[config.mk]
export PLATFORM = sky130hd
export DESIGN_NAME = perf_cnt_bank
export DESIGN_NICKNAME = d
export VERILOG_FILES = /design/src/rtl/perf_cnt_pkg.sv /design/src/rtl/perf_cnt_slice.sv /design/src/rtl/perf_cnt_ctrl.sv /design/src/rtl/perf_cnt_bank.sv
export SDC_FILE = /design/constraint.sdc
export NUM_CORES = 1
export LEC_CHECK = 0
export BUFFER_PORTS_ARGS = -buffer_cell sky130_fd_sc_hd__buf_2
export CORE_MARGIN = 2
export CORE_UTILIZATION = 30
export CTS_CLUSTER_DIAMETER = 120
export DETAILED_ROUTE_END_ITERATION = 7
export GPL_ROUTABILITY_DRIVEN = 0
export GPL_TIMING_DRIVEN = 0
export PLACE_DENSITY = 0.48
export SLEW_MARGIN = 20
export SYNTH_ARGS = -nofsm -noshare
export SYNTH_HDL_FRONTEND = slang
export SYNTH_SLANG_ARGS = --single-unit
[constraint.sdc]
create_clock -name clk_i -period 2.3 [get_ports clk_i]
set_input_delay 0.23 -clock clk_i [delete_from_list [all_inputs] [get_ports clk_i]]
set_output_delay 0.23 -clock clk_i [all_outputs]
set_load 0.03 [all_outputs]
[src/rtl/perf_cnt_pkg.sv]
package perf_cnt_pkg;
  localparam int CTRL_W = 5;

  // bit 4 .. bit 0
  typedef struct packed {
    logic trig;
    logic frz;
    logic en_rest;
    logic en_first;
    logic glob;
  } ctrl_t;
endpackage

[src/rtl/perf_cnt_slice.sv]
module perf_cnt_slice #(
  parameter int CNT_W = 32
) (
  input  logic             clk_i,
  input  logic             rst_ni,
  input  logic             wr_i,
  input  logic [CNT_W-1:0] wdata_i,
  input  logic             inc_i,
  output logic [CNT_W-1:0] cnt_o
);
  always_ff @(posedge clk_i or negedge rst_ni) begin
    if (!rst_ni)    cnt_o <= '0;
    else if (wr_i)  cnt_o <= wdata_i;
    else if (inc_i) cnt_o <= cnt_o + CNT_W'(1);
  end

  assert_write_wins_R3: assert property (@(posedge clk_i) disable iff (!rst_ni)
    wr_i |=> cnt_o == $past(wdata_i));
  assert_inc_one_R2: assert property (@(posedge clk_i) disable iff (!rst_ni)
    (!wr_i && inc_i) |=> cnt_o == $past(cnt_o) + CNT_W'(1));
  assert_hold_R2: assert property (@(posedge clk_i) disable iff (!rst_ni)
    (!wr_i && !inc_i) |=> $stable(cnt_o));
endmodule

[src/rtl/perf_cnt_ctrl.sv]
module perf_cnt_ctrl
  import perf_cnt_pkg::*;
#(
  parameter int NUM_CNT = 4,
  parameter int CNT_W   = 32
) (
  input  logic               clk_i,
  input  logic               rst_ni,
  input  logic               ctrl_wr_i,
  input  logic [CNT_W-1:0]   wdata_i,
  input  logic [NUM_CNT-1:0] msb_i,
  input  logic               ext_ie_i,
  output ctrl_t              ctrl_o,
  output logic [NUM_CNT-1:0] run_o,
  output logic               cond_o,
  output logic               irq_o
);
  logic released_q;
  logic gate_rest;

  always_ff @(posedge clk_i or negedge rst_ni) begin
    if (!rst_ni)        ctrl_o <= '0;
    else if (ctrl_wr_i) ctrl_o <= ctrl_t'(wdata_i[CTRL_W-1:0]);
  end

  always_ff @(posedge clk_i or negedge rst_ni) begin
    if (!rst_ni)           released_q <= 1'b0;
    else if (!ctrl_o.trig) released_q <= 1'b0;
    else if (msb_i[0])     released_q <= 1'b1;
  end

  assign cond_o = ctrl_o.glob &
                  ((ctrl_o.en_first & msb_i[0]) | (ctrl_o.en_rest & |msb_i[NUM_CNT-1:1]));

  assign gate_rest = !ctrl_o.trig || released_q || msb_i[0];

  always_comb begin
    for (int k = 0; k < NUM_CNT; k++)
      run_o[k] = !(ctrl_o.frz && cond_o) && (k == 0 || gate_rest);
  end

  always_ff @(posedge clk_i or negedge rst_ni) begin
    if (!rst_ni) irq_o <= 1'b0;
    else         irq_o <= cond_o & ext_ie_i;
  end

  assert_irq_gated_R7: assert property (@(posedge clk_i) disable iff (!rst_ni)
    irq_o |-> $past(ext_ie_i));
  assert_irq_delivers_R7: assert property (@(posedge clk_i) disable iff (!rst_ni)
    (cond_o && ext_ie_i) |=> irq_o);
  assert_release_holds_R10: assert property (@(posedge clk_i) disable iff (!rst_ni)
    (released_q && ctrl_o.trig && !ctrl_wr_i) |=> released_q);
endmodule

[src/rtl/perf_cnt_bank.sv]
module perf_cnt_bank
  import perf_cnt_pkg::*;
#(
  parameter int NUM_CNT = 4,
  parameter int CNT_W   = 32,
  parameter int ADDR_W  = 3
) (
  input  logic               clk_i,
  input  logic               rst_ni,
  input  logic               wr_en_i,
  input  logic [ADDR_W-1:0]  addr_i,
  input  logic [CNT_W-1:0]   wdata_i,
  output logic [CNT_W-1:0]   rdata_o,
  input  logic [NUM_CNT-1:0] event_i,
  input  logic               ext_ie_i,
  output logic               irq_o
);
  localparam logic [ADDR_W-1:0] CTRL_ADDR = ADDR_W'(NUM_CNT);

  logic [CNT_W-1:0]   cnt [NUM_CNT];
  logic [NUM_CNT-1:0] msb, run, cnt_wr;
  logic               cond;
  ctrl_t              ctrl;
  logic [CNT_W-1:0]   rd_next;

  for (genvar k = 0; k < NUM_CNT; k++) begin : g_cnt
    assign cnt_wr[k] = wr_en_i && (addr_i == ADDR_W'(k));
    assign msb[k]    = cnt[k][CNT_W-1];
    perf_cnt_slice #(.CNT_W(CNT_W)) u_slice (
      .clk_i  (clk_i),
      .rst_ni (rst_ni),
      .wr_i   (cnt_wr[k]),
      .wdata_i(wdata_i),
      .inc_i  (event_i[k] && run[k]),
      .cnt_o  (cnt[k])
    );
  end

  perf_cnt_ctrl #(.NUM_CNT(NUM_CNT), .CNT_W(CNT_W)) u_ctrl (
    .clk_i    (clk_i),
    .rst_ni   (rst_ni),
    .ctrl_wr_i(wr_en_i && (addr_i == CTRL_ADDR)),
    .wdata_i  (wdata_i),
    .msb_i    (msb),
    .ext_ie_i (ext_ie_i),
    .ctrl_o   (ctrl),
    .run_o    (run),
    .cond_o   (cond),
    .irq_o    (irq_o)
  );

  always_comb begin
    rd_next = '0;
    for (int k = 0; k < NUM_CNT; k++)
      if (addr_i == ADDR_W'(k)) rd_next = cnt[k];
    if (addr_i == CTRL_ADDR) rd_next = CNT_W'(ctrl);
  end

  always_ff @(posedge clk_i or negedge rst_ni) begin
    if (!rst_ni) rdata_o <= '0;
    else         rdata_o <= rd_next;
  end

  assert_freeze_stops_R8: assert property (@(posedge clk_i) disable iff (!rst_ni)
    (ctrl.frz && cond && !cnt_wr[0]) |=> $stable(cnt[0]));
  assert_trigger_holds_R9: assert property (@(posedge clk_i) disable iff (!rst_ni)
    (ctrl.trig && !$past(ctrl.trig) && !msb[0] && !cnt_wr[1]) |=> $stable(cnt[1]));
  assert_ctrl_upper_zero_R5: assert property (@(posedge clk_i) disable iff (!rst_ni)
    $past(addr_i == CTRL_ADDR) |-> rdata_o[CNT_W-1:CTRL_W] == '0);
endmodule

; Word-level counts from Yosys, hierarchy flattened
; Cells that the tools add are included.
[totals]
ff_bits = 167
inputBits = 43
elab_cells = 62
[classes]
add_sub_neg = 4
eq_ne = 5
muxes = 15
n_bitwise = 5
reduce_logical = 21
[op_table]
columns = operator, count
row1 = 32-bit two-way mux, 13
row2 = "32-bit by 1-bit adder with 32-bit output, second input constant", 4
row3 = 1-bit logical AND, 11
row4 = 2-bit nonzero test, 4
row5 = "3-bit by 2-bit == test with 1-bit output, second input constant", 2
row6 = 1-bit AND, 4
row7 = "3-bit by 1-bit == test with 1-bit output, second input constant", 1
row8 = "3-bit == test, second input constant", 1
row9 = 3-bit zero test, 1
row10 = 3-bit OR reduction, 1
row11 = 1-bit zero test, 2
row12 = 1-bit logical OR, 2
row13 = 1-bit two-way mux, 2
row14 = "2-bit != test, second input constant", 1
row15 = 1-bit bitwise OR, 1

; Logic depth before layout (Yosys ltp)
[depth]
ltp_word = 10
ltp_mapped = 8
depth_no_buf = 6

; Hierarchy
; From an unflattened synthesis, not the netlist that was laid out.
[unflattened]
cells_unflattened = 1041
area_unflattened_um2 = 10156.0
[by_module_without_submodules]
columns = mod, n_inst, cells_per_inst, area_each_um2
row1 = perf_cnt_slice, 4, 219, 1966.9
row2 = perf_cnt_bank, 1, 139, 1955.6
row3 = perf_cnt_ctrl, 1, 26, 332.8

; Worst setup path before layout
; Ideal clock, no wire load.
[synth_timing]
path_kind = flip-flop to flip-flop
from = register g_cnt[3].u_slice.cnt_o[31]
to = register g_cnt[3].u_slice.cnt_o[31]
arrival_ps = 2133
t_required_ps = 2218
path_slack_ps = 85
stages_incl_launch_ff = 6
period_less_slack_ps = 2215
path_cell_list = dfrtp_1 > nor3_4 > o2111ai_2 > or4_1 > or4_1 > a31oi_1
[synth_via]
elab_chain_len = 9
word_cells_on_any_way = 12
[synth_lines]
columns = element, line
row1 = "start, declared", perf_cnt_slice.sv:9  ; output logic [CNT_W-1:0] cnt_o
row2 = "start signal, assigned", perf_cnt_slice.sv:13  ; else if (wr_i) cnt_o <= wdata_i;
row3 = "start signal, assigned", perf_cnt_slice.sv:14  ; else if (inc_i) cnt_o <= cnt_o + CNT_W'(1);
row4 = "parallel branches: the longest is 9 deep, another holds 32-bit by 1-bit adder with 32-bit output", -
; Parallel ways; which one is timed is not known. The select of a mux whose other input is x is not followed.
; A chain may end at the register's enable or synchronous reset.

; Worst setup path in the final report
[layout_timing]
from = register g_cnt[2].u_slice.cnt_o[31]
to = register g_cnt[3].u_slice.cnt_o[31]
[layout_via]
elab_chain_len = 9
[layout_lines]
columns = element, line
row1 = "start, declared", perf_cnt_slice.sv:9
row2 = "start signal, assigned", perf_cnt_slice.sv:13
row3 = "start signal, assigned", perf_cnt_slice.sv:14
row4 = 3-bit OR reduction, perf_cnt_ctrl.sv:33  ; ((ctrl_o.en_first & msb_i[0]) | (ctrl_o.en_rest & |msb_i[NUM_CNT-1:1]));
row5 = 1-bit AND, perf_cnt_ctrl.sv:33
row6 = 1-bit bitwise OR, perf_cnt_ctrl.sv:33
row7 = 1-bit AND, perf_cnt_ctrl.sv:32  ; assign cond_o = ctrl_o.glob &
row8 = 1-bit logical AND, perf_cnt_ctrl.sv:39  ; run_o[k] = !(ctrl_o.frz && cond_o) && (k == 0 || gate_rest);
row9 = 1-bit zero test, perf_cnt_ctrl.sv:39
row10 = 1-bit logical AND, perf_cnt_ctrl.sv:39
row11 = 1-bit logical AND, perf_cnt_bank.sv:34  ; .inc_i (event_i[k] && run[k]),
row12 = 2-bit nonzero test (no source line), -
; Every way passes these cells.

==> metrics.yaml <==
outcome:
  status: "complete, but fails checks"
  failed_checks: "negative setup slack"
timing:
  layout_setup_ws_ns: -0.0192
  hold_viol: 0
  rsz0062_at_grt: "yes"
  final_max_slew_viol_count: 0
  setup_violations: 1
  min_period_over_period_pct: 101
  slew_headroom_pct: 41.4
  whs_ns: 0.0790
  max_freq_ghz: 0.431
  clock_skew_ns: 0.0110
  tightest_slew_ns: 0.879
  min_period_ns: 2.32
global_routing:
  grt_max_degree: 90
  grt_pass1_vias: 8722
  grt_antenna_before_repair: 0
  grt_pass1_wl_um: 54800
  grt_overflow: 0
  grt_use_total_pct: 21.9
clock_tree:
  cts_buffers: 17
  clockRootBuffer: "clkbuf_16"
  insertion_delay_ns: 0.45
  clock_path_buffers: 2
  cts_sinks: 167
  clk_pin_slew_ns: 0.08
  cts_tree: "built"
  htreeDepth: 4
critical_path:
  crit_slowest_cell: "or4_4"
  path_delay_family: "simple AND/OR/NAND/NOR gates"
  crit_buf_inv: 1
  endpoint_kind: "flip-flop"
  crit_fanout: 9
  cp_common_cell: "or4_4"
  critPathArrivalTime_ns: 2.69
  required_ns: 2.67
  cp-start-kind: "flip-flop"
  cp_slowest_stage_delay_ns: 0.52
  r2r_setup_slack_ns: -0.02
  crit_chain: "nor3_4 -> buf_12 -> o2111ai_4 -> or4_4 -> or4_4 -> a31oi_2"
  critPathKind: "reg2reg"
synth:
  yosys_warnings: 0
  netlist_instances: 1063
  synthArstFlopShare_pct: 100
  synth_fp_nets: 1110
  ys_seq_elements: 167
  seq_area_frac_synth_pct: 42.2
  syn_area_per_cell_um2: 9.32
  synth-edff-count: 0
  ys.flop_type: "dfrtp_1"
  synth.distinct_cells: 66
  netlist_area_um2: 9900
floorplan:
  die_h_um: 186
  dieWidth_um: 186
  ios: 76
  start_util_pct: 30.4
  core-area_um2: 32500
  rows: 66
  die_area_um2: 34500
finish:
  final_cell_mix: "dfrtp_1 (154), nand2_1 (148), o21ai_0 (85)"
  fillers: 3398
  area_growth_syn_to_layout_pct: 20.2
  drive_above_1_share_pct: 20.9
  final_common_cell: "dfrtp_1"
  diodes: 0
  fin_nets: 1222
  final_cells: 1630
power:
  peakVddDrop_mv: 0.537
  power_leakage_nw: 4.52
  power_density_nw_per_um2: 895
route:
  first_pass_iters: 5
  viasPerCell: 5.49
  drt_iter0_markers: 947
  wl_per_cell_um: 22.4
  vias: 8955
  drcViolationCount: 0
  wirelength_um: 36600
  ant_nets: 0
hold_path:
  hold_class: "in2reg"
placed_design:
  port-buffer-count: 74
  dpl.cell_count: 1580
  hpwl_um: 27800
flow_run:
  maxCapViolCount: 0
==> synth_stat cells, types with 2 or more instances <==
master	n	area share (%)
mux2i_1	11	1.1
inv_1	23	0.87
a21o_1	7	0.53
dfrtp_1	167	42
and3_1	27	1.7
clkbuf_1	51	1.9
nand2b_1	3	0.19
or3_1	11	0.69
nand2_1	150	5.7
o22ai_1	5	0.32
o311ai_0	4	0.35
a31o_2	3	0.27
nor3_1	18	0.91
o31ai_1	7	0.53
nor2_1	64	2.4
a31oi_1	23	1.5
xor2_1	25	2.2
nor2b_1	27	1.7
xnor2_1	63	5.6
o211ai_1	2	0.15
nand4_1	49	3.1
nand3_1	52	2.6
or4b_2	3	0.30
nor4b_1	2	0.18
mux4_2	31	7.0
o21ai_0	85	4.3
nand4bb_1	2	0.23
mux2_2	6	0.68
buf_1	8	0.30
a21oi_1	12	0.61
and2_1	12	0.76
nor4_1	44	2.8
or4_1	8	0.61
or2_2	2	0.13
o21a_1	2	0.15
nor4bb_1	2	0.20
o2111ai_1	2	0.18
nand3b_1	2	0.15
and4_1	15	1.3
buf_2	4	0.20
ha_1	4	0.51
==> layer usage <==
layer  vias to the layer above  global-route usage [%]  part of all wire [%]
met3                        57                    4.60                   6.8
li1                       4093                       -                     -
met5                         -                       0                     0
met4                         0                    7.53                   2.9
met2                       320                    33.4                    45
met1                      4485                    30.7                    45
==> final cells by class <==
class                           count  area (um2)  area share [%]
Buffer                             59         267            2.24
Tap cell                          442         553            4.65
Sequential cell                   167        4200            35.2
Clock buffer                       17         425            3.57
Multi-Input combinational cell    808        5590            47.0
Clock inverter                     15         180            1.51
Timing Repair Buffer               99         606            5.09
Inverter                           23        86.3           0.725
==> metrics by stage <==
step | total power [mW] | instance area (um2) | worst slack (ns) | util [%] | TNS [ns]
global placement | 7.28 | 10800 | -1.93 | 33.3 | -344.96
global route | 11.2 | 11900 | -0.0807 | 36.6 | -0.0807
detailed placement | 7.33 | 10900 | -0.629 | 33.4 | -26.04
finish | 10.7 | 11900 | -0.0192 | 36.6 | -0.0192
CTS | 10.6 | 11700 | -0.0252 | 35.9 | -0.0252
floorplan | 6.14 | 9900 | 0.0849 | - | 0
==> tightest hold or removal path, stage by stage <==
cell     delay (ns)
buf_2          0.14
nand2_1        0.05
o21ai_0        0.07
==> final timing paths <==
kind / to / cells after the start / start
worst max-delay path: g_cnt[3].u_slice.cnt_o[31]$_DFFE_PN0P_ / 6 / g_cnt[2].u_slice.cnt_o[31]$_DFFE_PN0P_
min in group asynchronous: g_cnt[3].u_slice.cnt_o[3]$_DFFE_PN0P_ / 2 / rst_ni
worst min-delay path: g_cnt[3].u_slice.cnt_o[7]$_DFFE_PN0P_ / 3 / wdata_i[7]
worst min register to register: u_ctrl.released_q$_DFFE_PN0P_ / 1 / u_ctrl.released_q$_DFFE_PN0P_
max in group asynchronous: g_cnt[0].u_slice.cnt_o[27]$_DFFE_PN0P_ / 3 / rst_ni
worst max register to register: g_cnt[3].u_slice.cnt_o[31]$_DFFE_PN0P_ / 6 / g_cnt[2].u_slice.cnt_o[31]$_DFFE_PN0P_
==> logic make-up (layout without fill, tap and decap cells) <==
kind of cell    count (synthesis)  in the layout  synth area share, %
simple gates                  509            509                 27.4
fa+ha+maj                       4              4                0.505
compound gates                158            158                 9.50
buf+inv                        88            213                 3.50
mux                            49             49                 9.11
flops                         167            167                 42.2
xor+xnor                       88             88                 7.78
==> state kept, by name, indices dropped and copies added (netlist names) <==
signal               count
g_cnt.u_slice.cnt_o    128
rdata_o                 32
u_ctrl.ctrl_o            5
u_ctrl.irq_o             1
u_ctrl.released_q        1
==> report_power, final <==
part / switching [mW] / internal [mW]
clock network: 1.41 / 1.65
registers: 1.02 / 3.65
logic: 1.65 / 1.27
total: 4.08 / 6.57
==> timing repair <==
action	in CTS	in global routing
buffers inserted	14	8
endpoints found under the setup margin	116	62
gates resized for setup	29	51
endpoints found under the hold margin	89	0
pin swaps	2	10
hold buffers	2	0
No activity file was read; power rests on OpenSTA's default activity.
